[src/rtl/rtc_timer_pkg.sv]
package rtc_timer_pkg;
  localparam int ADDR_W = 3;
  localparam logic [ADDR_W-1:0] A_CTRL   = 3'd0;
  localparam logic [ADDR_W-1:0] A_FLAGS  = 3'd1;
  localparam logic [ADDR_W-1:0] A_RELOAD = 3'd2;
  localparam logic [ADDR_W-1:0] A_COUNT  = 3'd3;
  localparam logic [ADDR_W-1:0] A_ALARM  = 3'd4;

  typedef struct packed {
    logic wrReload;
    logic wrCount;
    logic wrAlarm;
    logic commit;
    logic ldReload;
    logic ldCount;
    logic ldAlarm;
  } dpStrobes_t;

  typedef struct packed {
    logic wrapHit;
    logic alarmHit;
    logic tick;
  } dpEvents_t;
endpackage

[src/rtl/rtc_timer_ctrl.sv]
module rtc_timer_ctrl
  import rtc_timer_pkg::*;
#(
  parameter int COMMIT_LEN = 3
) (
  input  logic              clk,
  input  logic              rstN,
  input  logic              countEn,
  input  logic              wrEn,
  input  logic [ADDR_W-1:0] wrAddr,
  input  logic [3:0]        wrBits,
  input  dpEvents_t         evt,
  output dpStrobes_t        strb,
  output logic              cfgMode,
  output logic [2:0]        ieVec,
  output logic [2:0]        flagVec,
  output logic              syncFlag,
  output logic              writeDone
);
  localparam int BW = $clog2(COMMIT_LEN + 1);

  logic [BW-1:0] busyCnt;
  logic [2:0]    pending;  // {reload, count, alarm}
  logic          ctrlWr, flagWr, shadowOk, commitNow, startCommit;
  logic [2:0]    evtVec;

  assign ctrlWr      = wrEn && (wrAddr == A_CTRL);
  assign flagWr      = wrEn && (wrAddr == A_FLAGS);
  assign writeDone   = (busyCnt == '0);
  assign shadowOk    = cfgMode && writeDone;
  assign commitNow   = (busyCnt == BW'(1)) && countEn;
  assign startCommit = ctrlWr && cfgMode && !wrBits[0] && writeDone;
  assign evtVec      = {evt.wrapHit, evt.alarmHit, evt.tick};

  always_comb begin
    strb          = '0;
    strb.wrReload = wrEn && (wrAddr == A_RELOAD) && shadowOk;
    strb.wrCount  = wrEn && (wrAddr == A_COUNT)  && shadowOk;
    strb.wrAlarm  = wrEn && (wrAddr == A_ALARM)  && shadowOk;
    strb.commit   = commitNow;
    strb.ldReload = commitNow && pending[2];
    strb.ldCount  = commitNow && pending[1];
    strb.ldAlarm  = commitNow && pending[0];
  end

  always_ff @(posedge clk) begin
    if (!rstN) begin
      cfgMode  <= 1'b0;
      ieVec    <= '0;
      busyCnt  <= '0;
      pending  <= '0;
      syncFlag <= 1'b0;
    end else begin
      if (ctrlWr) begin
        cfgMode <= wrBits[0];
        ieVec   <= wrBits[3:1];
      end
      if (startCommit)               busyCnt <= BW'(COMMIT_LEN);
      else if (!writeDone && countEn) busyCnt <= busyCnt - BW'(1);
      if (commitNow) pending <= '0;
      else pending <= pending | {strb.wrReload, strb.wrCount, strb.wrAlarm};
      if (countEn)                     syncFlag <= 1'b1;
      else if (flagWr && !wrBits[3])   syncFlag <= 1'b0;
    end
  end

  for (genvar i = 0; i < 3; i++) begin : g_flag
    always_ff @(posedge clk) begin
      if (!rstN) flagVec[i] <= 1'b0;
      else flagVec[i] <= ((flagWr ? wrBits[i] : 1'b1) & flagVec[i]) | evtVec[i];
    end
  end

  AST_FLAG_STICKY: assert property (@(posedge clk) disable iff (!rstN)
    flagVec[0] && !(flagWr && !wrBits[0]) |=> flagVec[0]);
  AST_DONE_ON_PULSE: assert property (@(posedge clk) disable iff (!rstN)
    $rose(writeDone) |-> $past(countEn));
endmodule

[src/rtl/rtc_timer_dp.sv]
module rtc_timer_dp
  import rtc_timer_pkg::*;
#(
  parameter int CNT_W      = 32,
  parameter int DIV_W      = 20,
  parameter int RELOAD_RST = 32767
) (
  input  logic             clk,
  input  logic             rstN,
  input  logic             countEn,
  input  logic [CNT_W-1:0] wrData,
  input  dpStrobes_t       strb,
  output dpEvents_t        evt,
  output logic [CNT_W-1:0] liveCount,
  output logic [CNT_W-1:0] liveAlarm,
  output logic [DIV_W-1:0] liveReload
);
  logic [DIV_W-1:0] divCnt, shReload;
  logic [CNT_W-1:0] shCount, shAlarm, countInc;
  logic             tick;

  assign tick         = countEn && (divCnt == '0);
  assign countInc     = liveCount + CNT_W'(1);
  assign evt.tick     = tick;
  assign evt.alarmHit = tick && !strb.ldCount && (countInc == liveAlarm);
  assign evt.wrapHit  = tick && !strb.ldCount && (&liveCount);

  always_ff @(posedge clk) begin
    if (!rstN) begin
      shReload   <= DIV_W'(RELOAD_RST);
      shCount    <= '0;
      shAlarm    <= '0;
      liveReload <= DIV_W'(RELOAD_RST);
      divCnt     <= DIV_W'(RELOAD_RST);
      liveCount  <= '0;
      liveAlarm  <= '0;
    end else begin
      if (strb.wrReload) shReload <= wrData[DIV_W-1:0];
      if (strb.wrCount)  shCount  <= wrData;
      if (strb.wrAlarm)  shAlarm  <= wrData;
      if (strb.ldReload) liveReload <= shReload;
      if (strb.ldAlarm)  liveAlarm  <= shAlarm;
      if (strb.ldReload)   divCnt <= shReload;
      else if (tick)       divCnt <= liveReload;
      else if (countEn)    divCnt <= divCnt - DIV_W'(1);
      if (strb.ldCount)  liveCount <= shCount;
      else if (tick)     liveCount <= countInc;
    end
  end

  AST_HOLD_IDLE: assert property (@(posedge clk) disable iff (!rstN)
    !countEn |=> $stable(liveCount));
  AST_STAGED_HOLD: assert property (@(posedge clk) disable iff (!rstN)
    !countEn |=> $stable(liveAlarm) && $stable(liveReload));
  AST_WRAP_ZERO: assert property (@(posedge clk) disable iff (!rstN)
    evt.wrapHit |=> (liveCount == '0));
  AST_COMMIT_WINS: assert property (@(posedge clk) disable iff (!rstN)
    strb.ldCount |=> (liveCount == $past(shCount)));
endmodule

[src/rtl/rtc_timer.sv]
module rtc_timer
  import rtc_timer_pkg::*;
#(
  parameter int CNT_W      = 32,
  parameter int DIV_W      = 20,
  parameter int RELOAD_RST = 32767,
  parameter int COMMIT_LEN = 3
) (
  input  logic              clk,
  input  logic              rstN,
  input  logic              countEn,
  input  logic              wrEn,
  input  logic [ADDR_W-1:0] wrAddr,
  input  logic [CNT_W-1:0]  wrData,
  input  logic [ADDR_W-1:0] rdAddr,
  output logic [CNT_W-1:0]  rdData,
  output logic              irqSec,
  output logic              irqAlarm,
  output logic              irqWrap
);
  dpStrobes_t       strb;
  dpEvents_t        evt;
  logic             cfgMode, syncFlag, writeDone;
  logic [2:0]       ieVec, flagVec;
  logic [CNT_W-1:0] liveCount, liveAlarm;
  logic [DIV_W-1:0] liveReload;

  rtc_timer_ctrl #(.COMMIT_LEN(COMMIT_LEN)) ctrl_i (
    .clk(clk), .rstN(rstN), .countEn(countEn), .wrEn(wrEn), .wrAddr(wrAddr),
    .wrBits(wrData[3:0]), .evt(evt), .strb(strb), .cfgMode(cfgMode),
    .ieVec(ieVec), .flagVec(flagVec), .syncFlag(syncFlag), .writeDone(writeDone)
  );

  rtc_timer_dp #(.CNT_W(CNT_W), .DIV_W(DIV_W), .RELOAD_RST(RELOAD_RST)) dp_i (
    .clk(clk), .rstN(rstN), .countEn(countEn), .wrData(wrData), .strb(strb),
    .evt(evt), .liveCount(liveCount), .liveAlarm(liveAlarm), .liveReload(liveReload)
  );

  assign irqSec   = flagVec[0] & ieVec[0];
  assign irqAlarm = flagVec[1] & ieVec[1];
  assign irqWrap  = flagVec[2] & ieVec[2];

  always_comb begin
    unique case (rdAddr)
      A_CTRL:   rdData = CNT_W'({writeDone, ieVec, cfgMode});
      A_FLAGS:  rdData = CNT_W'({syncFlag, flagVec});
      A_RELOAD: rdData = CNT_W'(liveReload);
      A_COUNT:  rdData = liveCount;
      A_ALARM:  rdData = liveAlarm;
      default:  rdData = '0;
    endcase
  end
endmodule

[config.mk]
export PLATFORM = sky130hd
export DESIGN_NAME = rtc_timer
export DESIGN_NICKNAME = d
export VERILOG_FILES = /design/src/rtl/rtc_timer_pkg.sv /design/src/rtl/rtc_timer_ctrl.sv /design/src/rtl/rtc_timer_dp.sv /design/src/rtl/rtc_timer.sv
export SDC_FILE = /design/constraint.sdc
export NUM_CORES = 1
export LEC_CHECK = 0
export ABC_AREA = 0
export BUFFER_PORTS_ARGS = -buffer_cell sky130_fd_sc_hd__buf_2
export CAP_MARGIN = 25
export CORE_AREA = 3 3 143 249
export CTS_CLUSTER_SIZE = 8
export DETAILED_ROUTE_END_ITERATION = 7
export DIE_AREA = 0 0 146 252
export GPL_TIMING_DRIVEN = 0
export PLACE_DENSITY = 0.51
export SLEW_MARGIN = 20
export SYNTH_ARGS = -nofsm -noshare
export SYNTH_HDL_FRONTEND = slang
export SYNTH_SLANG_ARGS = --single-unit
[constraint.sdc]
create_clock -name clk -period 7.8 [get_ports clk]
set_clock_uncertainty 0.05 [all_clocks]
set_input_delay 1.56 -clock clk [delete_from_list [all_inputs] [get_ports clk]]
set_output_delay 1.56 -clock clk [all_outputs]
set_load 0.1 [all_outputs]
==> results list <==
- Setup repair after global routing missed its margin: false
* Hold Fails Final Rpt: 0
- Antenna viol nets, final: 0
- STA classifies the critical path startpoint as a primary input.
- Post-CTS Resized: 0
- The run finished with clean final reports.
* Xor/xnor cell area share of the yosys netlist: 5.811%
- Routed Wire Length: 40920 µm
- The analysis attributes to cell leakage a power of roughly 0.0043 µW.
* Placed cell area: 0.01106 mm²
- For this run, the number of Yosys warnings is 0.
- Maximum Capacitance Violations: 0
- Critical R2R Launch: dp_i.liveCount[0]
- Commonest register cell after synthesis: dfxtp_1
* Number of different library cells in the post-synthesis netlist: between 60 and 70
- Synthesis produced a netlist with a net count of roughly 1400.
- Die height: ~250 µm
* Cell at the root of the clock tree: clkbuf_16
- Of the cells placed in the final design, the portion with a size suffix greater than 1 is about a tenth.
- Die footprint: roughly 0.037 mm²
- Along the worst hold path, the cell count comes to 2.
* Antenna cell count: 0
- For this run the aggregate overflow at the end of global routing stands at 0.
- For this design the top-level I/O count stands at 77.
* End point of the critical path: rdData[18]
* Number of flops mapped to enable cells by yosys: 0
* Setup violations, final: 0
* Most common cell after layout, fill and taps aside: nand2_1
- Counting every sink on the clock net gives between 200 and 250.
- Slew HR: ~30%
- For this design the ratio of total power to cell area is about 200 mW/mm².
- Counting flops and latches in the post-synthesis netlist gives 201.
* Detailed Routing Iterations Pass 1: 5
- In the synthesized netlist the async set-or-reset flop fraction comes to 0%.
- Clock transition at the registers of the reported paths: around 50 ps
- The number of setup buffers added after CTS is 0.
- Max rail drop VDD: ~0.14 mV
* Critical Path End Type: primary output
* Number of H-tree levels: 1
- Shortest clock period the worst path allows after layout: 6084 ps
* Area used by multi-input combinational logic: about 0.0056 mm²
* Required time worst endpoint: approximately 6200 ps
- The number of antenna violations at the first check in global routing is 1.
- After Yosys synthesis, and, or, nand and nor cells account for around 27% of the synthesized area.
- Synthesis-to-layout area growth: 17.26%
- Number of filler cells placed in the layout: approximately 3600
- Crit-path max FO: 10
* Starting density of the core: roughly 30%
* Final Wtd Congestion: 0.9569
- Share of synthesized area spent on multiplexers: under 10%
- Worst min-delay path category: flop to flop
- The detailed router placed between 10000 and 15000 vias in this run.
* Netlist Area Pre-Place: 0.01010 mm²
- After synthesis, the largest family of logic cells by area is simple AND/OR/NAND/NOR gates.
- The synthesized netlist devotes less than 1% of its cell area to adder and majority cells.
- From left edge to right edge, the die measures 146 µm.
- Number of vias per cell after detailed routing: 5.253
- After the first detailed-routing iteration, the DRC count stood at roughly 750.
* Vias in the first global route: approximately 9900
- Clk_lat worst skew: roughly 550 ps
* Placed wire-length estimate: approximately 32000 µm
* Fin crit share: approximately 80%
- Summing all flip-flop and latch instances after layout gives roughly 0.0040 mm².
* R2R depth: 9
* First-pass GRT wire length: a little over 60000 µm
- Row Count: a little under 90
- Derived from the worst setup path, the maximum achievable clock frequency is between 150 and 200 MHz.
* CTS tree: yes
- Number of nets in the layout: 1494
* TritonCTS buffer count: 29
- The critical path starts at rdAddr[2].
- After technology mapping, the gate count stands at between 1000 and 1500.
- IO buf count: 73
* Commonest cells after routing, fill and taps aside: nand2_1, dfxtp_1, a21oi_1
- Post-synthesis sequential area ratio: around two fifths
- For the final routed database, the setup TNS stands at 0 ps.
- The worst setup path is of the primary input to primary output kind.
* Residual DRC: 0
- Pin count of the biggest net entering global routing: 15
* Final design area excluding fillers: ~0.012 mm²
* Tot GR Track Use: a little over a fifth
- At the pin with the least slew margin, the transition time is between 1000 and 1500 ps.
* Flop-to-flop setup slack: 4140 ps
- The average instance in the mapped netlist occupies 7.525 µm².
- Clk buf depth: 3
- Fraction of the mapped netlist area in compound gates: between 10% and 20%
- Hold repair after CTS inserted 0 buffers.
* Area of the core region: about 0.034 mm²
* Arrival time reported for the critical path endpoint: 4470 ps
- DR WL/cell: 21.48 µm
- The endpoint identified for the worst register-to-register timing path is ctrl_i.flagVec[1].
- The number of max-slew violations in the final report is 0.
critical path, cell delays in order:
cell	delay [ps]
clkbuf_1	300
nor2b_1	420
nor2b_1	180
clkbuf_1	490
clkbuf_1	710
nand2_1	110
o21ai_0	180
buf_2	500
cells in the mapped netlist, types with 7 or more instances:
| cell type | n | area share, % |
|---|---|---|
| nand3_1 | 48 | 2.4 |
| nor3_1 | 20 | 0.99 |
| and3_1 | 14 | 0.87 |
| o211ai_1 | 12 | 0.89 |
| nor2_1 | 89 | 3.3 |
| mux2i_1 | 30 | 3.0 |
| nand2_1 | 338 | 13 |
| clkbuf_1 | 86 | 3.2 |
| a22o_1 | 12 | 1.0 |
| a31oi_1 | 7 | 0.43 |
| xor2_1 | 32 | 2.8 |
| a21oi_1 | 144 | 7.1 |
| nand4_1 | 23 | 1.4 |
| o21ai_0 | 40 | 2.0 |
| buf_1 | 7 | 0.26 |
| nand2b_1 | 14 | 0.87 |
| or3_1 | 11 | 0.68 |
| buf_2 | 8 | 0.40 |
| o22ai_1 | 10 | 0.62 |
| a211oi_1 | 32 | 2.4 |
| nor4_1 | 18 | 1.1 |
| dfxtp_1 | 201 | 40 |
| inv_1 | 15 | 0.56 |
| xnor2_1 | 35 | 3.0 |
flip-flops by register name, summed over array words and instances, names as in the netlist:
register         count
dp_i.liveReload     20
dp_i.divCnt         20
ctrl_i.pending       3
ctrl_i.flagVec       3
dp_i.shAlarm        32
dp_i.liveCount      32
ctrl_i.syncFlag      1
ctrl_i.ieVec         3
dp_i.shReload       20
dp_i.liveAlarm      32
dp_i.shCount        32
ctrl_i.cfgMode       1
ctrl_i.busyCnt       2
layer usage:
metal	up-vias	global-route usage, %	part of all wire, %
met1	4672	21.81	35
li1	4852	-	-
met4	2	12.57	6.2
met2	355	42.28	54
met3	126	2.282	4.2
met5	-	0	0.032
metrics by stage:
step                hold slack (ps)  cells  utilization, %  worst slack (ps)  power [µW]
floorplan                     378.8   1342               -              1774        1132
global placement              386.1   1870           32.70              1789        1188
detailed placement            392.4   1872           32.78              1769        1189
CTS                           390.0   1905           35.09              1759        2326
global route                  417.8   1905           35.09              1588        2374
finish                        392.2   1905           35.09              1716        2307
final cells by class:
type | count | area share [%]
clock buffers | 31 | 6.276
repair buffers | 75 | 3.212
well taps | 455 | 4.808
multi-input cells | 1018 | 47.13
plain buffers | 108 | 3.793
clock inverters | 2 | 0.3276
inverters | 15 | 0.4755
flip-flops and latches | 201 | 33.98
logic make-up (layout without fill, tap and decap cells):
logic type               count (synthesis)  in the layout
AO/OA/AOI/OAI                          308            308
XOR/XNOR                                67             67
adder cells (fa/ha/maj)                  4              4
buffers and inverters                  123            231
flip-flops                             201            201
multiplexers                            31             31
AND/OR/NAND/NOR                        608            608
worst min-delay path by stage:
stage,slack [ps],startpoint,end
after CTS,390,dp_i.shAlarm[31],dp_i.liveAlarm[31]
final,390,dp_i.shAlarm[31],dp_i.liveAlarm[31]
after detailed placement,390,dp_i.shAlarm[0],dp_i.liveAlarm[0]
after global routing,420,dp_i.shAlarm[31],dp_i.liveAlarm[31]
after global placement,390,dp_i.shAlarm[29],dp_i.liveAlarm[29]
after floorplan,380,dp_i.shReload[10],dp_i.liveReload[10]
power breakdown:
part	switching, µW	leakage, µW	internal (µW)
registers	4.04	0.00162	1030
clock network	446	0.000384	693
logic	101	0.00224	30.2
total	551	0.00425	1760
Power figures use the tool's default switching activity.
